`src/rtl/baudgen_pkg.sv`:
```
package baudgen_pkg;
  typedef enum logic {
    SRC_A = 1'b0,
    SRC_B = 1'b1
  } ref_src_e;
endpackage

```
`src/rtl/bg_src_sel.sv`:
```
module bg_src_sel
  import baudgen_pkg::*;
(
  input  logic sel,
  input  logic en_a,
  input  logic en_b,
  output logic en_out
);
  ref_src_e src;
  assign src = ref_src_e'(sel);

  always_comb begin
    unique case (src)
      SRC_A:   en_out = en_a;
      SRC_B:   en_out = en_b;
      default: en_out = 1'b0;
    endcase
  end
endmodule

```
`src/rtl/bg_divisor_regs.sv`:
```
module bg_divisor_regs #(
  parameter int GEN_W   = 16,
  parameter int DIV_W   = 8,
  parameter int DIV_MIN = 4,
  parameter int DIV_RST = 15
) (
  input  logic             clk,
  input  logic             rst_n,
  input  logic             gen_wr,
  input  logic [GEN_W-1:0] gen_wdata,
  input  logic             div_wr,
  input  logic [DIV_W-1:0] div_wdata,
  output logic [GEN_W-1:0] gen_q,
  output logic [DIV_W-1:0] div_q,
  output logic             restart
);
  localparam logic [DIV_W-1:0] MIN_V = DIV_W'(DIV_MIN);
  localparam logic [DIV_W-1:0] RST_V = DIV_W'(DIV_RST);

  logic div_accept;
  assign div_accept = div_wr && (div_wdata >= MIN_V);
  assign restart    = gen_wr || div_accept;

  always_ff @(posedge clk or negedge rst_n) begin
    if (!rst_n) begin
      gen_q <= '0;
      div_q <= RST_V;
    end else begin
      if (gen_wr)     gen_q <= gen_wdata;
      if (div_accept) div_q <= div_wdata;
    end
  end

  AST_DIV_FLOOR: assert property (@(posedge clk) disable iff (!rst_n)
    div_q >= MIN_V);
  AST_REJECT_HOLD: assert property (@(posedge clk) disable iff (!rst_n)
    (div_wr && div_wdata < MIN_V) |=> $stable(div_q));
  AST_ACCEPT_LOAD: assert property (@(posedge clk) disable iff (!rst_n)
    (div_wr && div_wdata >= MIN_V) |=> (div_q == $past(div_wdata)));
endmodule

```
`src/rtl/bg_stage.sv`:
```
module bg_stage #(
  parameter int W = 16
) (
  input  logic         clk,
  input  logic         rst_n,
  input  logic         restart,
  input  logic         active,
  input  logic         step,
  input  logic [W-1:0] last,
  output logic         fire,
  output logic         tick_q
);
  logic [W-1:0] cnt;

  assign fire = active && step && (cnt == last);

  always_ff @(posedge clk or negedge rst_n) begin
    if (!rst_n) begin
      cnt    <= '0;
      tick_q <= 1'b0;
    end else if (restart) begin
      cnt    <= '0;
      tick_q <= 1'b0;
    end else begin
      tick_q <= fire;
      if (active && step) begin
        if (cnt == last) cnt <= '0;
        else             cnt <= cnt + W'(1);
      end
    end
  end

  AST_IDLE_NO_TICK: assert property (@(posedge clk) disable iff (!rst_n)
    (!active) |=> !tick_q);
  AST_CNT_IN_RANGE: assert property (@(posedge clk) disable iff (!rst_n)
    active |-> (cnt <= last));
  AST_RESTART_CLEAR: assert property (@(posedge clk) disable iff (!rst_n)
    restart |=> (cnt == '0 && !tick_q));
endmodule

```
`src/rtl/baud_gen_top.sv`:
```
module baud_gen_top #(
  parameter int GEN_W   = 16,
  parameter int DIV_W   = 8,
  parameter int DIV_MIN = 4,
  parameter int DIV_RST = 15
) (
  input  logic             clk,
  input  logic             rst_n,
  input  logic             clk_sel,
  input  logic             ref_en_a,
  input  logic             ref_en_b,
  input  logic             gen_wr,
  input  logic [GEN_W-1:0] gen_wdata,
  input  logic             div_wr,
  input  logic [DIV_W-1:0] div_wdata,
  output logic             sample_tick,
  output logic             baud_tick
);
  logic [GEN_W-1:0] gen_q;
  logic [DIV_W-1:0] div_q;
  logic             restart;
  logic             ref_en;
  logic             gen_on;
  logic [GEN_W-1:0] gen_last;
  logic             sample_fire;
  logic             baud_fire;

  bg_src_sel u_sel (
    .sel    (clk_sel),
    .en_a   (ref_en_a),
    .en_b   (ref_en_b),
    .en_out (ref_en)
  );

  bg_divisor_regs #(
    .GEN_W(GEN_W), .DIV_W(DIV_W), .DIV_MIN(DIV_MIN), .DIV_RST(DIV_RST)
  ) u_regs (
    .clk       (clk),
    .rst_n     (rst_n),
    .gen_wr    (gen_wr),
    .gen_wdata (gen_wdata),
    .div_wr    (div_wr),
    .div_wdata (div_wdata),
    .gen_q     (gen_q),
    .div_q     (div_q),
    .restart   (restart)
  );

  assign gen_on   = (gen_q != '0);
  assign gen_last = gen_q - GEN_W'(1);

  bg_stage #(.W(GEN_W)) u_sample (
    .clk     (clk),
    .rst_n   (rst_n),
    .restart (restart),
    .active  (gen_on),
    .step    (ref_en),
    .last    (gen_last),
    .fire    (sample_fire),
    .tick_q  (sample_tick)
  );

  bg_stage #(.W(DIV_W)) u_baud (
    .clk     (clk),
    .rst_n   (rst_n),
    .restart (restart),
    .active  (1'b1),
    .step    (sample_fire),
    .last    (div_q),
    .fire    (baud_fire),
    .tick_q  (baud_tick)
  );

  AST_BAUD_ON_SAMPLE: assert property (@(posedge clk) disable iff (!rst_n)
    baud_tick |-> sample_tick);
  AST_SAMPLE_ONE_CYCLE: assert property (@(posedge clk) disable iff (!rst_n)
    (sample_tick && gen_q > GEN_W'(1)) |=> !sample_tick);
  AST_RESTART_QUIET: assert property (@(posedge clk) disable iff (!rst_n)
    restart |=> (!sample_tick && !baud_tick));
  AST_OFF_SILENT: assert property (@(posedge clk) disable iff (!rst_n)
    (!gen_on) |=> !baud_tick);
endmodule

```
`config.mk`:
```
export PLATFORM = sky130hd
export DESIGN_NAME = baud_gen_top
export DESIGN_NICKNAME = d
export VERILOG_FILES = /design/src/rtl/baudgen_pkg.sv /design/src/rtl/bg_src_sel.sv /design/src/rtl/bg_divisor_regs.sv /design/src/rtl/bg_stage.sv /design/src/rtl/baud_gen_top.sv
export SDC_FILE = /design/constraint.sdc
export NUM_CORES = 1
export LEC_CHECK = 0
export CORE_AREA = 2 2 76 78
export CTS_CLUSTER_DIAMETER = 100
export DETAILED_ROUTE_END_ITERATION = 10
export DIE_AREA = 0 0 78 80
export PLACE_DENSITY_LB_ADDON = 0.1
export SETUP_SLACK_MARGIN = 0.02
export SYNTH_ARGS = -nofsm -noshare
export SYNTH_HDL_FRONTEND = slang
export SYNTH_SLANG_ARGS = --single-unit
```
`constraint.sdc`:
```
create_clock -name clk -period 2.9 [get_ports clk]
set_input_delay 0.435 -clock clk [delete_from_list [all_inputs] [get_ports clk]]
set_output_delay 0.435 -clock clk [all_outputs]
set_load 0.03 [all_outputs]
```
## Word-level counts from Yosys, hierarchy flattened

Index checks and enable logic that the tools add are counted.

| cells by class | value |
|---|---|
| eq/ne operators | 2 |
| add/sub/neg operators | 3 |
| $lt $le $gt $ge | 1 |
| bitwise operators | 1 |
| mux-type cells | 9 |
| reduce and logical (&&, ||, !) cells | 8 |

Operators by type and width:

| cell | count |
|---|---|
| 2-to-1 mux 16 bit | 3 |
| 2-to-1 mux 8 bit | 3 |
| adder 16 x 1 -> 16 bit (second input constant) | 1 |
| equality test 16 bit | 1 |
| nonzero test 16 bit | 1 |
| subtractor 16 x 1 -> 16 bit (second input constant) | 1 |
| adder 8 x 1 -> 8 bit (second input constant) | 1 |
| equality test 8 bit | 1 |
| >= comparator 8 x 3 -> 1 bit (second input constant) | 1 |
| logical AND 1 bit | 4 |
| nonzero test 2 bit | 2 |
| 2-to-1 mux 1 bit | 2 |
| one-hot mux 1 bit (2 select lines) | 1 |
| logical OR 1 bit | 1 |
| NOT 1 bit | 1 |

| storage, ports and cells | value |
|---|---|
| output and inout port bits | 2 |
| bits in registers | 50 |
| bits of input ports | 31 |
| logic and storage cells | 30 |

## Longest topological paths before layout

Gate-level depths: netlist of run 1.

| depth | value |
|---|---|
| depth after elaboration | 6 |
| gate-level depth with buffers | 11 |
| depth with buffers taken out | 9 |

## Hierarchy

From an unflattened synthesis of run 1, not the netlist that was laid out.

| second synthesis, totals | value |
|---|---|
| cell total of the unflattened synthesis | 313 |
| area total of the unflattened synthesis | 3,050.4 um^2 |

Modules (own cells, without submodules):

| module | seq. area each (um^2) | cells an instance | area each (um^2) | instances |
|---|---|---|---|---|
| bg_stage (u_sample) | 425.4 | 143 | 1,193.6 | 1 |
| bg_divisor_regs | 605.6 | 56 | 928.4 | 1 |
| bg_stage (u_baud) | 225.2 | 74 | 648.1 | 1 |
| baud_gen_top | 0.0 | 39 | 265.3 | 1 |
| bg_src_sel | 0.0 | 1 | 15.0 | 1 |

## Worst setup path before layout of run 1

No wires, ideal clock.

| timing | value |
|---|---|
| path type | register to register |
| start point | register u_regs.gen_q[0] |
| end point | register u_baud.cnt[2] |
| arrival | 2.599 ns |
| path slack | 0.177 ns |
| path buffers | 2 |
| stages on the path, launching flop included | 12 |
| data required time | 2.776 ns |
| cells stage by stage | dfrtp_1 -> inv_1 -> ha_1 -> or4b_4 -> nor2_1 -> xnor2_1 -> nand2_1 -> or4_1 -> buf_2 -> o31ai_4 -> buf_6 -> o21bai_1 |

| on the way | value |
|---|---|
| cells in the longest elaborated chain, start to end | 4 |
| elaborated cells on any way between the ends | 6 |
| classes of those cells | add/sub (1); eq/ne (1); reduce/logical (4) |

RTL lines:

| item | line | text |
|---|---|---|
| start: declaration | bg_divisor_regs.sv:13 | `output logic [GEN_W-1:0] gen_q,` |
| start signal: assignment | bg_divisor_regs.sv:29 | `if (gen_wr) gen_q <= gen_wdata;` |
| subtractor 16 x 1 -> 16 bit / nonzero test 16 bit (equally long branches) | baud_gen_top.sv:50, baud_gen_top.sv:49 |  |
| equality test 16 bit / logical AND 1 bit (equally long branches) | bg_stage.sv:15 | `assign fire = active && step && (cnt == last);` |
| logical AND 1 bit * | bg_stage.sv:15 |  |
| nonzero test 2 bit (no line) * | n/a |  |
| end signal: assignment | bg_stage.sv:28 | `else cnt <= cnt + W'(1);` |
| end: declaration | bg_stage.sv:13 | `logic [W-1:0] cnt;` |

Mark *: on every way between the ends. The rest lies on a longest branch, timed or not.
A chain may end at the register's enable or synchronous reset.

## Worst setup path in the final report of run 1

| timing | value |
|---|---|
| start point | register u_regs.gen_q[0] |
| end point | register u_baud.cnt[1] |

Same word-level chain as after synthesis.

==> results of run 1 <==
==> where the power goes <==
| part | switching (mW) | internal [mW] |
|---|---|---|
| combinational | 0.124 | 0.139 |
| sequential | 0.0361 | 0.735 |
| clock | 0.218 | 0.193 |
| total | 0.378 | 1.07 |
==> layout make-up <==
type,instances,area share
tap,72,0.02542
clock buffer,7,0.02436
multi-input combinational,225,0.4587
sequential,50,0.3545
clock inverter,1,0.001412
timing repair buffer,48,0.1229
inverter,12,0.01271
==> Yosys cell counts, types with 3 or more instances <==
library cell  instances
o21bai_1              6
xor2_1               18
nand4_1               7
or4_1                 3
nor2b_1               3
and3_1                6
xnor2_1              26
or3_1                 3
dfrtp_1              46
mux2_2               16
o211ai_1              3
a21oi_1               3
clkbuf_1              5
nand2_1              34
o22ai_1               3
nand2b_1              6
or2_2                 4
nor3_1                8
a211oi_1              6
inv_1                12
ha_1                  3
nand3_1              10
dfstp_2               4
mux2i_1               3
o21ai_0               4
nor2_1               24
==> metal layers <==
| metal | vias to the layer above | global-route usage |
|---|---|---|
| li1 | 1119 | - |
| met1 | 1085 | 0.2840 |
| met2 | 57 | 0.3353 |
| met3 | 9 | 0.02828 |
| met4 | 0 | 0.05439 |
| met5 | - | 0 |
==> registers in the layout, summed over array words and instances (netlist names) <==
signal	cells
u_baud.cnt	8
u_baud.tick_q	1
u_regs.div_q	8
u_regs.gen_q	16
u_sample.cnt	16
u_sample.tick_q	1
==> timing repair <==
action                     in CTS  in global routing
resized for setup               1                 12
setup endpoints to repair      17                 25
buffers inserted                0                  1
pin swaps                       0                  2
==> cells by family after synthesis <==
family	after synthesis
XOR/XNOR	44
AND/OR/NAND/NOR	123
flip-flops	50
multiplexers	19
adder cells (fa/ha/maj)	3
AO/OA/AOI/OAI	36
buffers and inverters	21
==> path summary, 6_finish.rpt <==
check	startpoint	to	cells past startpoint
max	u_regs.gen_q[0]$_DFFE_PN0P_	u_baud.cnt[1]$_DFFE_PN0P_	9
min	rst_n	u_regs.div_q[7]$_DFFE_PN0P_	2
max reg2reg	u_regs.gen_q[0]$_DFFE_PN0P_	u_baud.cnt[1]$_DFFE_PN0P_	9
min reg2reg	u_regs.div_q[3]$_DFFE_PN1P_	u_regs.div_q[3]$_DFFE_PN1P_	2
max in group asynchronous	rst_n	u_regs.gen_q[12]$_DFFE_PN0P_	2
min in group clk	u_regs.div_q[3]$_DFFE_PN1P_	u_regs.div_q[3]$_DFFE_PN1P_	2
==> placed cells by master (no fill, tap or decap), types with 2 or more instances in the layout <==
master / count
and2_1: 2
or4_1: 2
nand2b_1: 6
a211oi_1: 6
or4_4: 2
o21ai_0: 4
or2_2: 4
o31ai_4: 2
xor2_1: 18
nand4_1: 7
nor2_1: 24
buf_4: 16
xnor2_1: 26
dfrtp_1: 46
nor4_2: 2
nor4_4: 2
o21bai_1: 5
mux2i_1: 3
o211ai_1: 3
nand3_1: 10
nor3_1: 8
clkdlybuf4s50_1: 31
nor2b_1: 3
mux2_2: 16
clkbuf_8: 6
dfstp_2: 4
a31oi_1: 2
nand2_1: 34
inv_1: 10
inv_2: 2
a21oi_1: 3
and3_1: 6
o22ai_1: 3
or3_1: 2
ha_1: 2
==> metrics by stage <==
step | std cells | worst slack [ns]
finish | 415 | 0.1233
detailed placement | 406 | -0.05484
CTS | 414 | 0.02022
floorplan | 296 | 0.1770
global placement | 406 | 0.005056
global route | 415 | 0.02547
==> worst max-delay path: stages, from the launching register on <==
cell and delay, ns:
dfrtp_1 0.43, inv_2 0.10, ha_4 0.15, or4b_4 0.52
or4_1 0.54, o211ai_1 0.09, o21bai_4 0.15, nand4_1 0.25
or2_1 0.34, o22ai_1 0.13
==> metrics.md, run 1 <==
| Metric | Value |
|---|---|
| Placer Congestion | ~0.85 |
| Tightest Pin Transition | 0.7048 ns |
| First DRT Iteration DRCs | approximately 130 |
| HP Class | in -> async |
| Initial Utilization | 0.5403 |
| Metal-1 WL | approximately 2.9 mm |
| Mapped Cells | approximately 300 |
| Period utilisation layout | 0.9575 |
| Fraction of layout cells with a size suffix above 1 | 0.1924 |
| Largest family of logic cells by synthesized area | simple AND/OR/NAND/NOR gates |
| Worst hold slack | between 0.2 and 0.25 ns |
| Crit Path Category | reg -> reg |
| Ant diodes | 0 |
| Synthesized flop and latch total | 50 |
| DR DRC count | 0 |
| Finished Cell Area | between 3000 and 4000 um2 |
| XOR/XNOR Fraction of Synth Area | 0.1320 |
| Final nets | 376 |
| CTS tree | built |
| Top cells by area, synth | dfrtp_1, xnor2_1, mux2_2 |
| Top layer in use | met4 |
| Seq/Total Area, Yosys | 0.4302 |
| Setup Viol. Count Final | 0 |
| Largest net degree at the start of global routing | between 50 and 60 |
| Ys async rst share | 1.000 |
| Leak | between 1 and 1.5 nW |
| Synth cell types | just over 50 |
| Final setup skew | 0.005158 ns |
| Skew-Pair Late Insertion Delay | about 0.3 ns |
| PD cells | 407.8 nW/um2 |
| Filler cells | 437 |
| Slew HR | 0.5273 |
| Grt ovf | 0 |
| Area leader, netlist | dfrtp_1 |
| Mean Syn Cell Area | 9.866 um2 |
| Synth Area in Adders | 0.01285 |
| VDD IR max | ~0.27 mV |
| CTS Buf Count | 5 |
| Routed met2 length | between 2 and 3 mm |
| DRT Wirelength | about 6 mm |
| Wire length per cell | approximately 15 um |
| Vias after detailed routing | roughly 2300 |
| Initial antenna violation count | 0 |
| # rows | 27 |
| Synth-to-Final Area Change | 21.34% |
| CP Data Required Time | roughly 3.1 ns |
| Crit Path Max Fanout | 6 |
| Simple-Gate Fraction of Synth Area | 0.2237 |
| Post-synth EDFFs | 0 |
| Die W | between 70 and 80 um |
| FF-to-FF setup slack | 0.12 ns |
| Final Core Density | 0.6556 |
| Crit start category | flip-flop |
| Total of max-cap violations | 0 |
| Fin Setup TNS | 0 ns |
| Status | complete, no violations |
| Multi-input logic area | approximately 1600 um2 |
| Register area | between 1000 and 1500 um2 |
| Final HPWL DP | 4.495 mm |
| Yosys warning count | 0 |
| CTS root buf | clkbuf_8 |
| Mux contribution to synthesized area | 0.07198 |
| CTS Hold Buffers Added | 0 |
| H-tree levels | 2 |
| Area share of the largest cell type after synthesis | 0.3942 |
| Core Area | roughly 5400 um2 |
| Slew Limit Fails | 0 |
| CTS max path bufs | 2 |
| Placed Area | ~3400 um2 |
| Synth Area in Compound Gates | 0.09554 |
| RSZ-0062 raised after global routing | no |
| DR WL met3 | around 250 um |
| Global-route usage over all layers | 0.2037 |
| I/O pins | 33 |
| Global-route wire length before repair | roughly 10 mm |
| Clk slew on worst S/H paths | 0.09 ns |
| Vias in the first global route | about 2200 |
| CP Capture Type | flip-flop |
| Tot Pwr | roughly 1.4 mW |
| Die area | about 6200 um2 |
| Final Hold Fails | 0 |
| PortBufs | 32 |
| Mapped Nets | between 300 and 400 |
| Die Span Y | 80 um |
| Worst EP arrival | roughly 3 ns |
| Top FF cell, synth | dfrtp_1 |
| ANT nets after route | 0 |
| Total iterations of the first detailed-routing run | 4 |
| Vias/cell | 5.470 |
| Final Critical Period | 2.777 ns |
| FMAX | 0.3601 GHz |
| Synthesized area | ~3000 um2 |
| Clock net sink count | 50 |
Power figures use the tool's default switching activity.
==> run 2: changes to the inputs <==
--- a/config.mk
+++ b/config.mk
@@ -5,11 +5,13 @@
 export SDC_FILE = /design/constraint.sdc
 export NUM_CORES = 1
 export LEC_CHECK = 0
-export CORE_AREA = 2 2 76 78
+export CORE_AREA = 2 2 73 75
 export CTS_CLUSTER_DIAMETER = 100
 export DETAILED_ROUTE_END_ITERATION = 10
-export DIE_AREA = 0 0 78 80
-export PLACE_DENSITY_LB_ADDON = 0.1
+export DIE_AREA = 0 0 75 77
+export DONT_BUFFER_PORTS = 1
+export HOLD_SLACK_MARGIN = 0.06
+export PLACE_DENSITY = 0.74
 export SETUP_SLACK_MARGIN = 0.02
 export SYNTH_ARGS = -nofsm -noshare
 export SYNTH_HDL_FRONTEND = slang
==> run 2 against run 1 <==
Flip-flop and latch count is the same. Non-clock buffer count shrank 27. Critical path type unchanged. Count of clock-buffer cells in the layout is the same.
==> metrics.md, run 2 (same netlist as run 1, synthesis figures left out) <==
| Metric | Value |
|---|---|
| Status | complete, no violations |
| Largest registers | u_regs.gen_q (16), u_sample.cnt (16) |
| RSZ-0062 raised after global routing | yes |
| Switching Fraction | 0.2523 (-0.009357) |
| Final Hold Fails | 0 (unchanged) |
| Grt met1 use | 0.3387 (+0.05470) |
| Hold endpoint | u_regs.div_q[3]$_DFFE_PN1P_ |
| Die W | 75 um (-3.8%) |
| Initial antenna violation count | 0 (unchanged) |
| First DRT Iteration DRCs | 117 (-9.3%) |
| Ant diodes | 0 (unchanged) |
| DR DRC count | 0 (unchanged) |
| Multi-input logic area | 1605 um2 (-1.2%) |
| Filler cells | 409 (-6.4%) |
| Worst path slowest cell | or4_1 |
| VDD IR max | 0.3126 mV (+18%) |
| Global-route met2 utilization | 0.3500 (+0.01466) |
| Combinational power share | 0.154 (-0.029) |
| Final Critical Period | 2.797 ns (+0.02050 ns) |
| CP Capture Type | flip-flop |
| Tightest Pin Transition | 0.6583 ns (-0.04658 ns) |
| Final setup skew | 0.007326 ns (+0.002167 ns) |
| Flop pwr share | 0.519 (-0.014) |
| Global-route usage over all layers | 0.2323 (+0.02865) |
| HP Class | in -> reg |
| Vias/cell | 5.580 (+2.0%) |
| # rows | 26 (-3.7%) |
| Crit Path Max Fanout | 16 (+10) |
| Cell Chain, Critical Path | inv_1 > ha_2 > or4b_4 > or4_1 > o211ai_1 > o21bai_2 > nand2_2 > o31ai_4 > buf_12 > mux2i_1 |
| Slew Limit Fails | 0 (unchanged) |
| Clock net sink count | 50 (unchanged) |
| CTS Buf Count | 5 (unchanged) |
| Critical path's largest stage delay | 0.55 ns (about the same) |
| H-tree levels | 2 (unchanged) |
| CTS tree | built |
| Skew-Pair Late Insertion Delay | 0.30 ns (about the same) |
| Die area | 5775 um2 (-7.5%) |
| Final nets | 349 (-7.2%) |
| PD cells | 448.7 nW/um2 (+10%) |
| Grt ovf | 0 (unchanged) |
| Clock network power share | 0.326 (+0.042) |
| M3 GR Usage | 0.04993 (+0.02165) |
| Worst EP arrival | 2.98 ns (-0.02 ns) |
| Period utilisation layout | 0.9646 (+0.007068) |
| Core Area | 4977 um2 (-7.9%) |
| Die Span Y | 77 um (-3.8%) |
| Wire length per cell | 15.47 um (+6.3%) |
| Pint | 1.105 mW (+3.6%) |
| Fraction of layout cells with a size suffix above 1 | 0.2089 (+0.01644) |
| CTS max path bufs | 2 (unchanged) |
| Largest net degree at the start of global routing | 51 (unchanged) |
| Global-route wire length before repair | 10.34 mm (+2.7%) |
| Worst hold slack | 0.2114 ns (-0.003904 ns) |
| DRT Wirelength | 5.971 mm (-1.1%) |
| Min-Delay Startpoint | div_wdata[3] |
| Leak | 1.305 nW (-6.0%) |
| Worst R2R End | u_baud.cnt[0]$_DFFE_PN0P_ |
| Total iterations of the first detailed-routing run | 4 (unchanged) |
| I/O pins | 33 (unchanged) |
| R2R depth | 10 (+1) |
| Sw power | 0.3728 mW (-1.4%) |
| Slew HR | 0.5585 (+0.03124) |
| PortBufs | 0 (-100%) |
| Placer Congestion | 0.8424 (-0.94%) |
| Crit Path Category | reg -> reg |
| Total of max-cap violations | 0 (unchanged) |
| Hold Crit Depth | 2 |
| Top Usage Layer GRT | met2 |
| Vias in the first global route | 2158 (+0.14%) |
| Worst r2r src | u_regs.gen_q[0]$_DFFE_PN0P_ |
| ANT nets after route | 0 (unchanged) |
| Final HPWL DP | 4.390 mm (-2.3%) |
| Register area | 1256 um2 (unchanged) |
| FF-to-FF setup slack | 0.10 ns (-0.02 ns) |
| Synth-to-Final Area Change | 12.77% |
| FMAX | 0.3575 GHz (-0.73%) |
| Commonest non-fill, non-tap cells in the layout | dfrtp_1, nand2_1, xnor2_1 |
| Vias after detailed routing | 2154 (-5.1%) |
| Setup Viol. Count Final | 0 (unchanged) |
| Leading cell type in the layout, fill and taps excluded | dfrtp_1 |
| CP Data Required Time | 3.08 ns (-0.04 ns) |
| Initial Utilization | 0.5867 (+0.04645) |
| Clk slew on worst S/H paths | 0.08 ns (about the same) |
| Fin Setup TNS | 0 ns (unchanged) |
| Crit start category | flip-flop |
| CTS root buf | clkbuf_8 |
## run 2: worst max path at each step
| stage | start | cells past startpoint | to | slack (ns) |
|---|---|---|---|---|
| after floorplan | u_regs.gen_q[0]$_DFFE_PN0P_ | 11 | u_baud.cnt[2]$_DFFE_PN0P_ | 0.18 |
| after global placement | u_regs.gen_q[0]$_DFFE_PN0P_ | 10 | u_baud.cnt[1]$_DFFE_PN0P_ | 0.09 |
| after detailed placement | u_regs.gen_q[0]$_DFFE_PN0P_ | 10 | u_baud.tick_q$_DFF_PN0_ | 0.06 |
| after CTS | u_regs.gen_q[0]$_DFFE_PN0P_ | 10 | u_baud.cnt[6]$_DFFE_PN0P_ | 0.07 |
| after global routing | u_regs.gen_q[0]$_DFFE_PN0P_ | 10 | u_baud.cnt[0]$_DFFE_PN0P_ | 0.004 |
| final | u_regs.gen_q[0]$_DFFE_PN0P_ | 10 | u_baud.cnt[0]$_DFFE_PN0P_ | 0.10 |
## run 2: stage by stage
step / util / total power [mW] / std cells / area (um2) / setup slack [ns]
final: 0.6616 / 1.478 / 386 / 3293 / 0.1028
after global routing: 0.6616 / 1.550 / 386 / 3293 / 0.003509
after CTS: 0.6536 / 1.479 / 384 / 3253 / 0.07284
after detailed placement: 0.6217 / 0.9760 / 374 / 3094 / 0.06252
after global placement: 0.6217 / 0.9710 / 374 / 3094 / 0.08893
after floorplan: - / 0.9243 / 296 / 2920 / 0.1770
## run 2: cell type report
cell class	instances	area share
clock inverter	1	0.009119
tap	70	0.02660
clock buffer	7	0.02318
multi-input combinational	225	0.4875
inverter	12	0.01368
sequential	50	0.3815
timing repair buffer	21	0.05851
## run 2: critical path, delay by kind of cell (launching register included)
family	cells	cell delay (ns)
fa+ha+maj	1	0.20
flops	1	0.42
simple gates	3	1.19
buf+inv	2	0.27
mux	1	0.08
compound gates	3	0.50
## run 2: routing by layer
layer,part of all wire,up-vias
li1,-,1067
met1,0.47,1045
met2,0.48,36
met3,0.039,6
met4,0.0090,0
met5,0,-
## run 2: what timing repair did
| item | CTS | global route |
|---|---|---|
| cloned | 0 | 0 |
| setup buffers | 0 | 2 |
| pin swaps | 1 | 1 |
| hold endpoints to repair | 50 | 0 |
| setup endpoints to repair | 6 | 24 |
| hold buffers | 2 | 0 |
| resized for setup | 4 | 5 |
## run 2: power by group through the flow
stage	combinational [mW]	clock [mW]	sequential [mW]
2_1_floorplan	0.148	0	0.776
3_3_place_gp	0.191	0	0.780
3_5_place_dp	0.195	0	0.781
4_1_cts	0.219	0.491	0.768
5_1_grt	0.252	0.524	0.774
6_report	0.228	0.482	0.768
